**config.mk**
```make
export PLATFORM = sky130hd
export DESIGN_NAME = sbc_ctrl
export DESIGN_NICKNAME = d
export VERILOG_FILES = /design/src/rtl/sbc_pkg.sv /design/src/rtl/sbc_decode.sv /design/src/rtl/sbc_capture.sv /design/src/rtl/sbc_phase.sv /design/src/rtl/sbc_busgate.sv /design/src/rtl/sbc_ctrl.sv
export SDC_FILE = /design/constraint.sdc
export NUM_CORES = 1
export LEC_CHECK = 0
export BUFFER_PORTS_ARGS = -buffer_cell sky130_fd_sc_hd__buf_2
export CORE_ASPECT_RATIO = 0.7
export CORE_MARGIN = 1.5
export CORE_UTILIZATION = 41
export CTS_CLUSTER_SIZE = 8
export DETAILED_ROUTE_END_ITERATION = 8
export HOLD_SLACK_MARGIN = 0.03
export PLACE_DENSITY = 0.83
export SKIP_LAST_GASP = 1
export SYNTH_ARGS = -nofsm -noshare
export SYNTH_HDL_FRONTEND = slang
export SYNTH_HIERARCHICAL = 1
export SYNTH_SLANG_ARGS = --single-unit
```
**constraint.sdc**
```tcl
create_clock -name clk -period 0.85 [get_ports clk]
set_input_delay 0.085 -clock clk [delete_from_list [all_inputs] [get_ports clk]]
set_output_delay 0.085 -clock clk [all_outputs]
set_load 0.05 [all_outputs]
```
**src/rtl/sbc_pkg.sv**
```systemverilog
package sbc_pkg;
  typedef enum logic [1:0] {
    PH_IDLE  = 2'd0,
    PH_READ  = 2'd1,
    PH_WRITE = 2'd2
  } phase_t;

  localparam int unsigned SEED_W = 2;

  // all three selects in their active state
  function automatic logic chip_on(input logic s0_n, input logic s1, input logic s2_n);
    return (!s0_n) && s1 && (!s2_n);
  endfunction
endpackage

```
**src/rtl/sbc_decode.sv**
```systemverilog
module sbc_decode
  import sbc_pkg::*;
#(
  parameter int unsigned LANES = 4
) (
  input  logic             clk,
  input  logic             rst_n,
  input  logic             sel0_n,
  input  logic             sel1,
  input  logic             sel2_n,
  input  logic             cpu_as_n,
  input  logic             ctl_as_n,
  input  logic             all_wr_n,
  input  logic             bytes_wr_n,
  input  logic [LANES-1:0] lane_wr_n,
  output logic             start_cpu,
  output logic             start_ctl,
  output logic             desel,
  output logic             start_any,
  output logic [LANES-1:0] wr_mask
);
  function automatic logic [LANES-1:0] lane_mask(input logic gw_n, input logic bwe_n,
                                                 input logic [LANES-1:0] bw_n);
    if (!gw_n)       return '1;
    else if (!bwe_n) return ~bw_n;
    else             return '0;
  endfunction

  logic chip_sel;
  logic any_strobe;
  logic [LANES-1:0] raw_mask;

  always_comb begin
    chip_sel   = chip_on(sel0_n, sel1, sel2_n);
    any_strobe = !cpu_as_n || !ctl_as_n;
    raw_mask   = lane_mask(all_wr_n, bytes_wr_n, lane_wr_n);
    start_cpu  = chip_sel && !cpu_as_n;
    start_ctl  = chip_sel && cpu_as_n && !ctl_as_n;
    desel      = !chip_sel && any_strobe;
    start_any  = start_cpu || start_ctl;
    wr_mask    = start_ctl ? raw_mask : '0;
  end


  strobe_excl_chk: assert property (@(posedge clk) disable iff (!rst_n)
    $onehot0({start_cpu, start_ctl, desel}));


  cpu_no_mask_chk: assert property (@(posedge clk) disable iff (!rst_n)
    start_cpu |-> (wr_mask == '0));
endmodule

```
**src/rtl/sbc_capture.sv**
```systemverilog
module sbc_capture
  import sbc_pkg::*;
#(
  parameter int unsigned ADDR_W = 19
) (
  input  logic              clk,
  input  logic              rst_n,
  input  logic              load,
  input  logic [ADDR_W-1:0] addr_in,
  output logic [ADDR_W-1:0] addr_q,
  output logic [SEED_W-1:0] seed_q
);
  always_ff @(posedge clk or negedge rst_n) begin
    if (!rst_n) begin
      addr_q <= '0;
      seed_q <= '0;
    end else if (load) begin
      addr_q <= addr_in;
      seed_q <= addr_in[SEED_W-1:0];
    end
  end


  addr_hold_chk: assert property (@(posedge clk) disable iff (!rst_n)
    !load |=> ($stable(addr_q) && $stable(seed_q)));
endmodule

```
**src/rtl/sbc_phase.sv**
```systemverilog
module sbc_phase
  import sbc_pkg::*;
#(
  parameter int unsigned LANES = 4
) (
  input  logic             clk,
  input  logic             rst_n,
  input  logic             start_cpu,
  input  logic             start_ctl,
  input  logic             desel,
  input  logic [LANES-1:0] wr_mask,
  output phase_t           phase_q,
  output logic             req_q,
  output logic [LANES-1:0] we_q
);
  phase_t phase_d;
  logic   is_wr;

  always_comb begin
    is_wr   = start_ctl && (wr_mask != '0);
    phase_d = phase_q;
    if (start_cpu)      phase_d = PH_READ;
    else if (start_ctl) phase_d = is_wr ? PH_WRITE : PH_READ;
    else if (desel)     phase_d = PH_IDLE;
  end

  always_ff @(posedge clk or negedge rst_n) begin
    if (!rst_n) begin
      phase_q <= PH_IDLE;
      req_q   <= 1'b0;
      we_q    <= '0;
    end else begin
      phase_q <= phase_d;
      req_q   <= start_cpu || start_ctl;
      we_q    <= is_wr ? wr_mask : '0;
    end
  end


  we_in_req_chk: assert property (@(posedge clk) disable iff (!rst_n)
    (we_q != '0) |-> (req_q && phase_q == PH_WRITE));


  desel_idle_chk: assert property (@(posedge clk) disable iff (!rst_n)
    desel |=> (!req_q && phase_q == PH_IDLE));


  cpu_read_chk: assert property (@(posedge clk) disable iff (!rst_n)
    start_cpu |=> (phase_q == PH_READ && we_q == '0));
endmodule

```
**src/rtl/sbc_busgate.sv**
```systemverilog
module sbc_busgate
  import sbc_pkg::*;
(
  input  phase_t phase_q,
  input  logic   oe_n,
  output logic   bus_drive
);
  always_comb bus_drive = (phase_q == PH_READ) && !oe_n;
endmodule

```
**src/rtl/sbc_ctrl.sv**
```systemverilog
module sbc_ctrl
  import sbc_pkg::*;
#(
  parameter int unsigned ADDR_W = 19,
  parameter int unsigned LANES  = 4
) (
  input  logic              clk,
  input  logic              rst_n,
  input  logic              sel0_n,
  input  logic              sel1,
  input  logic              sel2_n,
  input  logic              cpu_as_n,
  input  logic              ctl_as_n,
  input  logic              all_wr_n,
  input  logic              bytes_wr_n,
  input  logic [LANES-1:0]  lane_wr_n,
  input  logic [ADDR_W-1:0] addr_in,
  input  logic              oe_n,
  output logic              core_req,
  output logic [LANES-1:0]  core_we,
  output logic [ADDR_W-1:0] core_addr,
  output logic [1:0]        burst_seed,
  output logic              bus_drive
);
  logic             start_cpu, start_ctl, desel, start_any;
  logic [LANES-1:0] wr_mask;
  phase_t           phase_q;

  sbc_decode #(.LANES(LANES)) u_dec (
    .clk(clk), .rst_n(rst_n),
    .sel0_n(sel0_n), .sel1(sel1), .sel2_n(sel2_n),
    .cpu_as_n(cpu_as_n), .ctl_as_n(ctl_as_n),
    .all_wr_n(all_wr_n), .bytes_wr_n(bytes_wr_n), .lane_wr_n(lane_wr_n),
    .start_cpu(start_cpu), .start_ctl(start_ctl), .desel(desel),
    .start_any(start_any), .wr_mask(wr_mask)
  );

  sbc_capture #(.ADDR_W(ADDR_W)) u_cap (
    .clk(clk), .rst_n(rst_n), .load(start_any), .addr_in(addr_in),
    .addr_q(core_addr), .seed_q(burst_seed)
  );

  sbc_phase #(.LANES(LANES)) u_ph (
    .clk(clk), .rst_n(rst_n),
    .start_cpu(start_cpu), .start_ctl(start_ctl), .desel(desel),
    .wr_mask(wr_mask), .phase_q(phase_q), .req_q(core_req), .we_q(core_we)
  );

  sbc_busgate u_bus (
    .phase_q(phase_q), .oe_n(oe_n), .bus_drive(bus_drive)
  );


  write_hiz_chk: assert property (@(posedge clk) disable iff (!rst_n)
    (core_we != '0) |-> !bus_drive);


  req_after_start_chk: assert property (@(posedge clk) disable iff (!rst_n)
    !start_any |=> !core_req);


  ctl_write_chk: assert property (@(posedge clk) disable iff (!rst_n)
    (start_ctl && wr_mask != '0) |=> (core_req && core_we != '0));
endmodule

```
; ---- Word level (Yosys, flattened, before mapping)
; Index checks and enable logic that the tools add are counted.
[word_totals]
input_bits = 33
ff_bits = 28
elab_cells = 33
[op_classes]
reduce_logical = 18
n_bitwise = 1
eq_ne = 1
n_mux = 8
[ops]
columns = cell, n
row1 = $mux 4, 4
row2 = $logic_and 1x1->1, 8
row3 = $mux 2, 4
row4 = $logic_not 1->1, 6
row5 = $not 4->4, 1
row6 = $reduce_bool 4->1, 1
row7 = $reduce_bool 3->1, 1
row8 = $eq 2x1->1 const B, 1
row9 = $logic_or 1x1->1, 2

; ---- Depth between registers and ports, before layout
[logic_depth]
word_depth = 11
ltp_mapped = 6

; ---- By module
; The synthesis kept the hierarchy.
[by_module_without_submodules]
columns = mod, area_each_um2, seq_area_each_um2, instances, cells_per_inst
row1 = sbc_capture, 773.2, 475.5, 1, 42
row2 = sbc_phase, 274.0, 175.2, 1, 18
row3 = sbc_decode, 122.6, 0.0, 1, 15
row4 = sbc_busgate, 12.5, 0.0, 1, 1

; ---- Worst setup path before layout
; OpenSTA, ideal clock, no wires.
[synth_timing]
path_type = input-to-reg
startpoint = input port sel0_n
endpoint = register u_cap.addr_q[10]
stages = 6
path_slack_ns = -0.613
n_path_buf = 3
setup_time_ns = 0.125
required_time_ns = 0.725
arrival_time_ns = 1.338
path_cell_list = or3b_1 buf_6 a21oi_1 buf_6 buf_12 mux2_4
[synth_between]
elab_chain_len = 6
[synth_lines]
columns = item, line
row1 = start: declaration, sbc_ctrl.sv:9  ; input logic sel0_n,
row2 = $logic_not 1->1 (*), sbc_pkg.sv:12  ; return (!s0_n) && s1 && (!s2_n);
row3 = $logic_and 1x1->1 (*) (2 in a row), sbc_pkg.sv:12
row4 = $logic_and 1x1->1 (2 in a row), sbc_decode.sv:38  ; start_ctl = chip_sel && cpu_as_n && !ctl_as_n;
row5 = $logic_or 1x1->1 (*), sbc_decode.sv:40  ; start_any = start_cpu || start_ctl;
row6 = via start_any, sbc_ctrl.sv:25  ; logic start_cpu, start_ctl, desel, start_any;
row7 = end signal: assignment, sbc_capture.sv:18  ; addr_q <= addr_in;
row8 = end: declaration, sbc_capture.sv:10  ; output logic [ADDR_W-1:0] addr_q,
; Mark *: on every way through the listed nets, which the timed path passes. The rest lies on a longest branch.
; A chain may end at the register's enable or synchronous reset.

; ---- Worst setup path after layout
[layout_timing]
startpoint = input port sel0_n
endpoint = register u_cap.addr_q[3]
; Same word-level chain as after synthesis.

==> results.yml <==
yosys:
  synthCells: 76
  netlist-cell-type-count: 23
  syn_nets: 109
  ys_ff_latch: 26
  seq_area_frac_synth: 0.550
  postSynthAreaPerCell_sq_um: 15.6
  netlist_area_sq_um: 1180
  ys_warn_count: 6
cts:
  clock-root-buffer: "clkbuf_8"
  cts.sinks: 26
  clk_pin_slew_ns: 0.08
  htree_num_levels: 1
  clkLatencyLatePin_ns: 0.26
  cts_tree: "built"
  cts_made_buffers: 3
  clockBufferDepth: 2
power_and_ir_drop:
  pwr-share-seq: 0.372
  power_switching_mw: 1.59
  combPwrFrac: 0.453
  internal-power_mw: 2.71
  total_power_mw: 4.30
  power_density_nw_per_um2: 2190
  p_clk_frac: 0.175
  leakage_nw: 0.947
  switching_share: 0.371
  ir_worst_vdd_uv: 1440
die:
  boundaryPins: 60
  dieArea_sq_um: 3220
  die-width_um: 67.2
  coreArea_sq_um: 2760
  die_h_um: 47.9
  rows: 16
  start_util: 0.428
worst_setup_path:
  crit_slowest_cell: "or3b_4"
  worstReg2RegEnd: "u_cap/addr_q[15]"
  worstSetupPathDepth: 6
  cp_max_fo: 10
  cp-end-kind: "flop"
  critPathBufInv: 3
  reg2regPathDepth: 2
  crit_top_cell: "buf_6"
  start_kind: "primary input"
  worst_ep_arrival_time_ns: 1.42
  crit_chain: "buf_6, or3b_4, buf_6, a21oi_4, buf_12, mux2_2"
  cpPeakStageDelay_ns: 0.39
  r2r_slack_ns: -0.08
  critPathRequiredTime_ns: 1.00
  r2r-start: "u_cap/addr_q[15]"
  critPathCapture: "u_cap/addr_q[3]"
  crit_start: "sel0_n"
  cp_top_family: "buffers and inverters"
  criticalPathCategory: "primary input to flop"
route:
  vias: 874
  vias_per_cell: 4.58
  dr.pass1.iters: 4
  first_iter_violations: 47
  drt_wl_total_um: 2620
  ant_nets: 0
  drc: 0
  wire_per_inst_um: 13.7
sta:
  max_freq_mhz: 784
  whs_ns: 0.0516
  relSlewSlack: 0.748
  final-hold-violation-count: 0
  post-route-period-util: 1.50
  worst_pin_slew_ns: 0.374
  fin_ws_ns: -0.425
  fin_crit_ns: 1.28
  clock_skew_ns: 0
  setup_violations: 53
  slew_violations: 0
  rsz0062_at_grt: "true"
hold_path:
  worstHoldPathType: "primary input to flop"
  worst_hold_startpoint: "addr_in[15]"
cells_and_area:
  drive_above_1_share: 0.768
  antenna_cells: 0
  final_common_cell: "buf_2"
  final_cells: 191
  layout.nets: 189
  postLayoutCellArea_sq_um: 1960
  layout_common_cells: "buf_2 (31), buf_6 (30), dfrtp_1 (24)"
  synthToLayoutAreaGrowth_pct: 65.7
global_route:
  grt_usage: 0.162
  grt_overflow: 0
  antenna_found_initial: 0
  grt_max_degree: 20
  grt_pass1_vias: 837
  grt_pass1_wl_um: 3680
job:
  maxCapViolations: 0
placement:
  dpl-instance-area_sq_um: 1580
  io_buffers: 59
  place_inst: 176
  place_congestion: 0.739
outcome:
  violations: "negative setup slack"
  outcome: "finished, violations left"
==> cells in the mapped netlist (all sizes together) <==
cell	instances	area, sq um
dfrtp	26	651
mux2	19	251
buf	5	57.6
and2	4	27.5
nor3	4	46.3
o21a	4	30.0
nor2	3	11.3
a21boi	1	7.51
a21oi	1	5.00
a221o	1	10.0
inv	1	3.75
nand2b	1	6.26
nor3b	1	12.5
nor4	1	21.3
o32ai	1	16.3
or2	1	8.76
or2b	1	7.51
or3b	1	8.76
==> sequential cells by signal, indices dropped and copies added, names as in the netlist <==
name and count:
u_cap/addr_q 19, u_ph/phase_q 2, u_ph/req_q 1, u_ph/we_q 4
==> worst reg2reg max path, stage by stage, from the launching register on <==
cell and delay, ns:
dfrtp_1 0.41, buf_4 0.15, mux2_4 0.25
==> how the worst min path moves through the flow <==
stage | to | slack [ns] | depth (start not counted)
2_1_floorplan | u_cap/addr_q[0] | -0.21 | 0
4_1_cts | u_cap/addr_q[14] | 0.04 | 2
6_report | u_cap/addr_q[15] | 0.05 | 2
3_3_place_gp | u_cap/addr_q[14] | -0.006 | 1
3_5_place_dp | u_cap/addr_q[14] | -0.003 | 1
5_1_grt | u_cap/addr_q[15] | 0.03 | 2
==> metrics by stage <==
stage                util  worst slack (ns)  setup TNS [ns]
floorplan               -            -0.572          -12.24
global placement    0.571            -0.684          -16.06
detailed placement  0.571            -0.749          -16.71
CTS                 0.666            -0.425          -10.70
global route        0.709            -0.441          -12.16
finish              0.709            -0.425          -10.43
==> cells by family after synthesis <==
kind of cell / share of synthesized area
AOI/OAI and AO/OA: 0.0582
DFF: 0.550
buffers and inverters: 0.0518
muxes: 0.213
and+or+nand+nor: 0.127
==> power by group through the flow <==
stage	sequential, mW	clock, mW	combinational (mW)
global route	1.62	0.872	2.03
global placement	1.55	0	1.50
detailed placement	1.57	0	1.51
CTS	1.60	0.778	1.80
finish	1.60	0.752	1.95
floorplan	2.27	0	0.429
==> what timing repair did <==
item / CTS / global route
endpoints found under the hold margin: 26 / 0
pin swaps: 0 / 4
gates resized for setup: 60 / 5
gates cloned: 0 / 2
setup buffers: 0 / 8
endpoints found under the setup margin: 53 / 53
hold buffers: 1 / 0
==> area by class of cell <==
| type | count | area [sq um] |
|---|---|---|
| clock buffers | 4 | 55.1 |
| fillers | 199 | 803 |
| inverters | 1 | 3.75 |
| multi-input cells | 44 | 522 |
| flip-flops and latches | 26 | 653 |
| well taps | 36 | 45.0 |
| repair buffers | 80 | 681 |
==> routing by layer <==
layer	part of all wire	GRT usage
met3	0.069	0.0565
met1	0.38	0.171
met2	0.54	0.319
met4	0.0027	0.0408
met5	0	0
(Power assumes the default switching activity.)
